--- config.mk ---
export PLATFORM = sky130hd
export DESIGN_NAME = wp_ctrl
export DESIGN_NICKNAME = d
export VERILOG_FILES = /design/src/rtl/wp_pkg.sv /design/src/rtl/wp_code_decode.sv /design/src/rtl/wp_sticky_flag.sv /design/src/rtl/wp_array_guard.sv /design/src/rtl/wp_ctrl.sv
export SDC_FILE = /design/constraint.sdc
export NUM_CORES = 1
export LEC_CHECK = 0
export CAP_MARGIN = 20
export CORE_AREA = 2 2 39 41
export DETAILED_ROUTE_END_ITERATION = 7
export DIE_AREA = 0 0 41 43
export HOLD_SLACK_MARGIN = 0.03
export PLACE_DENSITY = 0.46
export SLEW_MARGIN = 10
export SYNTH_ARGS = -nofsm -noshare
export SYNTH_HDL_FRONTEND = slang
export SYNTH_SLANG_ARGS = --single-unit
--- constraint.sdc ---
create_clock -name clk -period 3.9 [get_ports clk]
set_clock_uncertainty 0.15 [all_clocks]
set_input_delay 1.17 -clock clk [delete_from_list [all_inputs] [get_ports clk]]
set_output_delay 1.17 -clock clk [all_outputs]
set_load 0.1 [all_outputs]
--- src/rtl/wp_pkg.sv ---
// Shared types for the write protection control logic.
package wp_pkg;
    // Class of the control nibble seen on the bus.
    typedef enum logic [1:0] {
        CC_NONE  = 2'd0,
        CC_ARRAY = 2'd1,
        CC_PROT  = 2'd2
    } code_class_e;
endpackage

--- src/rtl/wp_code_decode.sv ---
// Classifies the control nibble as an array access, a protection-flag
// access or a foreign code. Pure combinational; assumes the nibble is
// stable while it is sampled.
module wp_code_decode
    import wp_pkg::*;
#(
    parameter int CODE_W = 4,
    parameter logic [CODE_W-1:0] ARRAY_CODE = 4'b1010,
    parameter logic [CODE_W-1:0] PROT_CODE  = 4'b0110
) (
    input  logic [CODE_W-1:0] code_i,
    output code_class_e       class_o
);
    // Map the nibble onto its class.
    always_comb begin
        if (code_i == ARRAY_CODE)     class_o = CC_ARRAY;
        else if (code_i == PROT_CODE) class_o = CC_PROT;
        else                          class_o = CC_NONE;
    end
endmodule

--- src/rtl/wp_sticky_flag.sv ---
// One-time software protection flag. Only a power-on load writes
// it freely; otherwise it can only go from 0 to 1. Soft reset is not
// an input on purpose. Assumes por_n is held low for at least one edge
// at power-up.
module wp_sticky_flag (
    input  logic clk,
    input  logic por_n,
    input  logic por_init_i,
    input  logic set_i,
    output logic flag_o
);
    // Load on power-on, otherwise set-only.
    always_ff @(posedge clk) begin
        if (!por_n)     flag_o <= por_init_i;
        else if (set_i) flag_o <= 1'b1;
    end

    // once set, the flag stays set outside a power-on load.
    a_r5_flag_sticky: assert property (@(posedge clk) disable iff (!por_n)
        flag_o |=> flag_o);
endmodule

--- src/rtl/wp_array_guard.sv ---
// Decides whether an array address is writable from the pin and flag.
// The lower half is the range whose address MSB is 0.
module wp_array_guard #(
    parameter int ADDR_W = 8
) (
    input  logic              pin_i,
    input  logic              flag_i,
    input  logic [ADDR_W-1:0] addr_i,
    output logic              allow_o
);
    localparam int MSB = ADDR_W - 1;

    // The pin blocks everything; the flag blocks the lower half only.
    always_comb begin
        if (pin_i)                      allow_o = 1'b0;
        else if (flag_i && !addr_i[MSB]) allow_o = 1'b0;
        else                            allow_o = 1'b1;
    end
endmodule

--- src/rtl/wp_ctrl.sv ---
// Write protection control: combines the hardware protect pin and the
// one-time software flag into a registered write enable and acknowledge
// enable. Assumes the protocol engine presents code, R/W and address
// together with the commit or program strobe for one cycle.
module wp_ctrl
    import wp_pkg::*;
#(
    parameter int ADDR_W = 8,
    parameter int CODE_W = 4,
    parameter logic [CODE_W-1:0] ARRAY_CODE = 4'b1010,
    parameter logic [CODE_W-1:0] PROT_CODE  = 4'b0110
) (
    input  logic              clk,
    input  logic              rst_n,
    input  logic              por_n,
    input  logic              por_flag_init,
    input  logic              prot_pin,
    input  logic [CODE_W-1:0] ctl_code,
    input  logic              rw_read,
    input  logic [ADDR_W-1:0] tgt_addr,
    input  logic              commit_req,
    input  logic              prog_strobe,
    output logic              wr_en,
    output logic              ack_en,
    output logic              sw_flag
);
    code_class_e cls;
    logic        addr_ok;
    logic        flag_set;
    logic        ack_next;
    logic        wr_next;

    wp_code_decode #(
        .CODE_W(CODE_W), .ARRAY_CODE(ARRAY_CODE), .PROT_CODE(PROT_CODE)
    ) u_dec (
        .code_i(ctl_code), .class_o(cls)
    );

    wp_array_guard #(.ADDR_W(ADDR_W)) u_guard (
        .pin_i(prot_pin), .flag_i(sw_flag), .addr_i(tgt_addr), .allow_o(addr_ok)
    );

    wp_sticky_flag u_flag (
        .clk(clk), .por_n(por_n), .por_init_i(por_flag_init),
        .set_i(flag_set), .flag_o(sw_flag)
    );

    // Qualify the program request: write form, pin low, flag still clear.
    assign flag_set = prog_strobe && (cls == CC_PROT) && !rw_read
                      && !prot_pin && !sw_flag;

    // Next acknowledge and write-enable decisions.
    always_comb begin
        case (cls)
            CC_ARRAY: ack_next = 1'b1;
            CC_PROT:  ack_next = !sw_flag;
            default:  ack_next = 1'b0;
        endcase
        wr_next = commit_req && (cls == CC_ARRAY) && !rw_read && addr_ok;
    end

    // Register the decisions; soft reset clears them.
    always_ff @(posedge clk) begin
        if (!rst_n) begin
            wr_en  <= 1'b0;
            ack_en <= 1'b0;
        end else begin
            wr_en  <= wr_next;
            ack_en <= ack_next;
        end
    end

    // the pin blocks every array write.
    a_r1_pin_blocks_all: assert property (@(posedge clk) disable iff (!rst_n)
        prot_pin |=> !wr_en);
    // with the flag set the lower half is never written.
    a_r2_lower_half_locked: assert property (@(posedge clk) disable iff (!rst_n)
        (sw_flag && !tgt_addr[ADDR_W-1]) |=> !wr_en);
    // protection code is refused while the flag is set.
    a_r6_no_ack_when_set: assert property (@(posedge clk) disable iff (!rst_n)
        (sw_flag && ctl_code == PROT_CODE) |=> !ack_en);
    // array code is always acknowledged.
    a_r9_array_ack: assert property (@(posedge clk) disable iff (!rst_n)
        (ctl_code == ARRAY_CODE) |=> ack_en);
    // the flag only rises from a program strobe with the pin low.
    a_r7_pin_blocks_prog: assert property (@(posedge clk) disable iff (!por_n)
        ($rose(sw_flag) && $past(por_n)) |-> $past(!prot_pin && prog_strobe));
endmodule

==> results of run 1 <==
-- critical path, stage by stage --
cell             delay [ns]
clkdlybuf4s50_1        0.49
or3b_1                 0.38
o41ai_1                0.34
-- metrics by stage --
stage | cell area, um2 | setup slack [ns]
after floorplan | 151 | 1.57
after global placement | 314 | 1.07
after detailed placement | 314 | 1.02
after CTS | 340 | 1.28
after global routing | 340 | 1.19
final | 340 | 1.28
-- power by group through the flow --
| stage | registers (mW) | clock network [mW] | logic (mW) |
|---|---|---|---|
| after floorplan | 0.0402 | 0 | 0.00364 |
| after detailed placement | 0.0344 | 0 | 0.0241 |
| final | 0.0338 | 0.0553 | 0.0241 |
| after CTS | 0.0339 | 0.0582 | 0.0242 |
| after global placement | 0.0343 | 0 | 0.0237 |
| after global routing | 0.0339 | 0.0603 | 0.0256 |
-- registers in the layout, summed over array words and instances, names as in the netlist --
name / count
wr_en: 1
ack_en: 1
u_flag.flag_o: 1
-- cell type report --
cell class | instances | area (um2)
Fill cell | 147 | 1040
Clock buffer | 4 | 26.3
Sequential cell | 3 | 70.1
Multi-Input combinational cell | 10 | 81.3
Tap cell | 16 | 20.0
Timing Repair Buffer | 15 | 143
-- cell usage in the layout, fill, tap and decap left out, drive strengths merged, types with 2 or more instances in the layout --
cell,instances
clkbuf,4
nand3b,2
buf,3
dfxtp,2
clkdlybuf4s50,12
-- metal layers --
metal  track usage, %  vias to the layer above
met1             8.06                       68
met2             6.25                       16
met5                0                        -
met4             6.00                        0
li1                 -                       88
met3             4.71                        0
-- final timing paths --
| path | startpoint | to | slack (ns) | cells after the start |
|---|---|---|---|---|
| worst max-delay path | ctl_code[2] | u_flag.flag_o | 1.28 | 3 |
| worst min-delay path | u_flag.flag_o | ack_en | 0.45 | 2 |
| worst max register to register | u_flag.flag_o | u_flag.flag_o | 2.28 | 2 |
| worst min register to register | u_flag.flag_o | ack_en | 0.45 | 2 |
-- kinds of logic after synthesis --
group | after synthesis
simple gates | 8
flops | 3
compound gates | 2
==> impl_summary.log, run 1 <==
[metrics] result of the run: completed
[metrics] endpoint kind of the worst setup timing path: flip-flop
[metrics] total congestion overflow after global routing: 0
[metrics] largest buffer count on any clock path: 2
[metrics] global-route usage over all layers: between 6 and 7%
[metrics] setup violation total in the final timing report: 0
[metrics] complex-gate fraction of the synthesized area: around 9.1%
[metrics] number of buffers inserted during clock tree synthesis: 3
[metrics] max-slew violations: 0
[metrics] logic gate share of total power: a little over a fifth
[metrics] width of the die: about 40 um
[metrics] share of total power consumed by net switching: 24.3%
[metrics] async set-or-reset flop fraction in the synthesized netlist: 0%
[metrics] final routed DRC violation total: 0
[metrics] gp weighted congestion: ~0.64
[metrics] number of input and output port buffers inserted: 15
[metrics] Critical Path AT: about 2.4 ns
[metrics] warnings from Yosys: 0
[metrics] share of Yosys cell area claimed by the top area cell type: a little over a quarter
[metrics] maximum clock frequency: between 300 and 400 MHz
[metrics] sequential element share of the synthesized area: 46.3%
[metrics] topmost layer with routed signal wires: met3
[metrics] clock power share: between 40% and 50%
[metrics] switching power of the nets: roughly 0.027 mW
[metrics] TritonCTS clock tree: built
[metrics] mux contribution to synthesized area: 0%
[metrics] std cell rows: 14
[metrics] root buffer cell: clkbuf_4
[metrics] met3 routed wirelength: 84 um
[metrics] detailed-route via count: roughly 170
[metrics] path type of the worst min-delay path: flip-flop to flip-flop
[metrics] worst slew margin relative to its limit: 79.6%
[metrics] Top FF cell, synth: dfxtp_1
[metrics] largest cells by area after synthesis: dfxtp_1 (26%), edfxtp_1 (20%), nand3b_1 (9.9%), nor4b_2 (9.9%), or4b_1 (6.6%)
[metrics] first-pass GRT wire length: between 600 and 700 um
[metrics] worst-skew pair later-pin latency: between 0.2 and 0.25 ns
[metrics] Least-Margin Pin Slew: 0.301 ns
[metrics] # Post-CTS Setup Buffers: 0
[metrics] setup_tns: 0 ns
[metrics] Post-Place Cells: 44
[metrics] number of vias per cell after detailed routing: about 3.6
[metrics] total chip power: approximately 0.11 mW
[metrics] critical path class: input pin to flip-flop
[metrics] Floorplan Core Area: between 1000 and 1500 um2
[metrics] number of endpoints with negative hold slack in the final report: 0
[metrics] number of I/O pins: 23
[metrics] post-cts repair resize count: 0
[metrics] Die Height: ~43 um
[metrics] initial detailed-routing violation count: 2
[metrics] average routed wire per standard cell: 8.94 um
[metrics] post-synthesis xor/xnor area fraction: 0%
[metrics] maximum level of the CTS H-tree: 1
[metrics] peak fanout along the critical path: 3
[metrics] met1 wire length: between 200 and 250 um
[metrics] post-synthesis share of cell area spent on and, or, nand and nor gates: roughly 45%
[metrics] power density normalized to cell area: around 330 nW/um2
[metrics] Synth Instances: 13
[metrics] Leak: approximately 0.12 nW
[metrics] number of flops mapped to enable cells by yosys: 1
[metrics] post-synthesis cell type with the largest combined area: dfxtp_1
[metrics] post-route antenna net violation count: 0
[metrics] Pre-Repair DR Iteration Count: 3
[metrics] setup repair after global routing missed its margin: no
[metrics] post-synthesis cell area: about 150 um2
[metrics] clk sinks: 3
[metrics] number of global-route vias before repair: about 180
[metrics] post-route clock period utilization: between 60% and 70%
[metrics] element type at the critical path start: input pin
[metrics] Clk pin slew, worst setup/hold paths: around 0.040 ns
[metrics] internal power of the cells: around 0.086 mW
[metrics] starting density of the core: between 10 and 15%
[metrics] share of cells above drive strength 1: around a quarter
[metrics] required time of the worst setup path: 3.66 ns
[metrics] Hold WS: roughly 0.45 ns
[metrics] Mapped Avg Cell Area: approximately 12 um2
[metrics] final worst path period need: ~2.6 ns
[metrics] number of synthesized register bits: 3
[metrics] IR drop worst, VDD: 0.0000934 V
[metrics] number of nets produced by synthesis: 33
[metrics] Area growth, synth to finish: 125%
[metrics] initial antenna violation count: 0
[metrics] pin count of the biggest net entering global routing: 4
[metrics] final wirelength: about 430 um
[metrics] part of the power in registers: 29.9%
[metrics] antenna cells: 0
[metrics] largest family of logic cells by synthesized area: simple AND/OR/NAND/NOR gates
[metrics] final-stage net count: 53
[metrics] Synth top cells by count: dfxtp_1 (2), nand3b_1 (2)
[metrics] Detail Route met2 WL: 138 um
[metrics] count of distinct cell types in the synthesized netlist: 11
[metrics] area of the die: 1760 um2
[metrics] post-route core utilization: ~25%
[metrics] hold-fix buffers at CTS: 0
[metrics] max-cap violation count: 0
[metrics] post-synthesis adder-cell area fraction: 0%
[metrics] non-filler instance count after layout: 48
(Power assumes the default switching activity.)
==> inputs of run 2 (changes only) <==
==> constraint.sdc (replaced) <==
create_clock -name clk -period 2.6 [get_ports clk]
set_clock_uncertainty 0.15 [all_clocks]
set_input_delay 0.78 -clock clk [delete_from_list [all_inputs] [get_ports clk]]
set_output_delay 0.78 -clock clk [all_outputs]
set_load 0.1 [all_outputs]
==> results of run 2 <==
The final DEF is identical to that of run 1. Status: completed.
Main changes from that run: setup slack after placement 1.02 ns -> 0.115 ns; setup slack after layout 1.28 ns -> 0.368 ns; register-to-register setup slack 2.28 ns -> 0.98 ns; total power 0.113 mW -> 0.170 mW; worst IR drop on VDD 0.0000934 V -> 0.000140 V
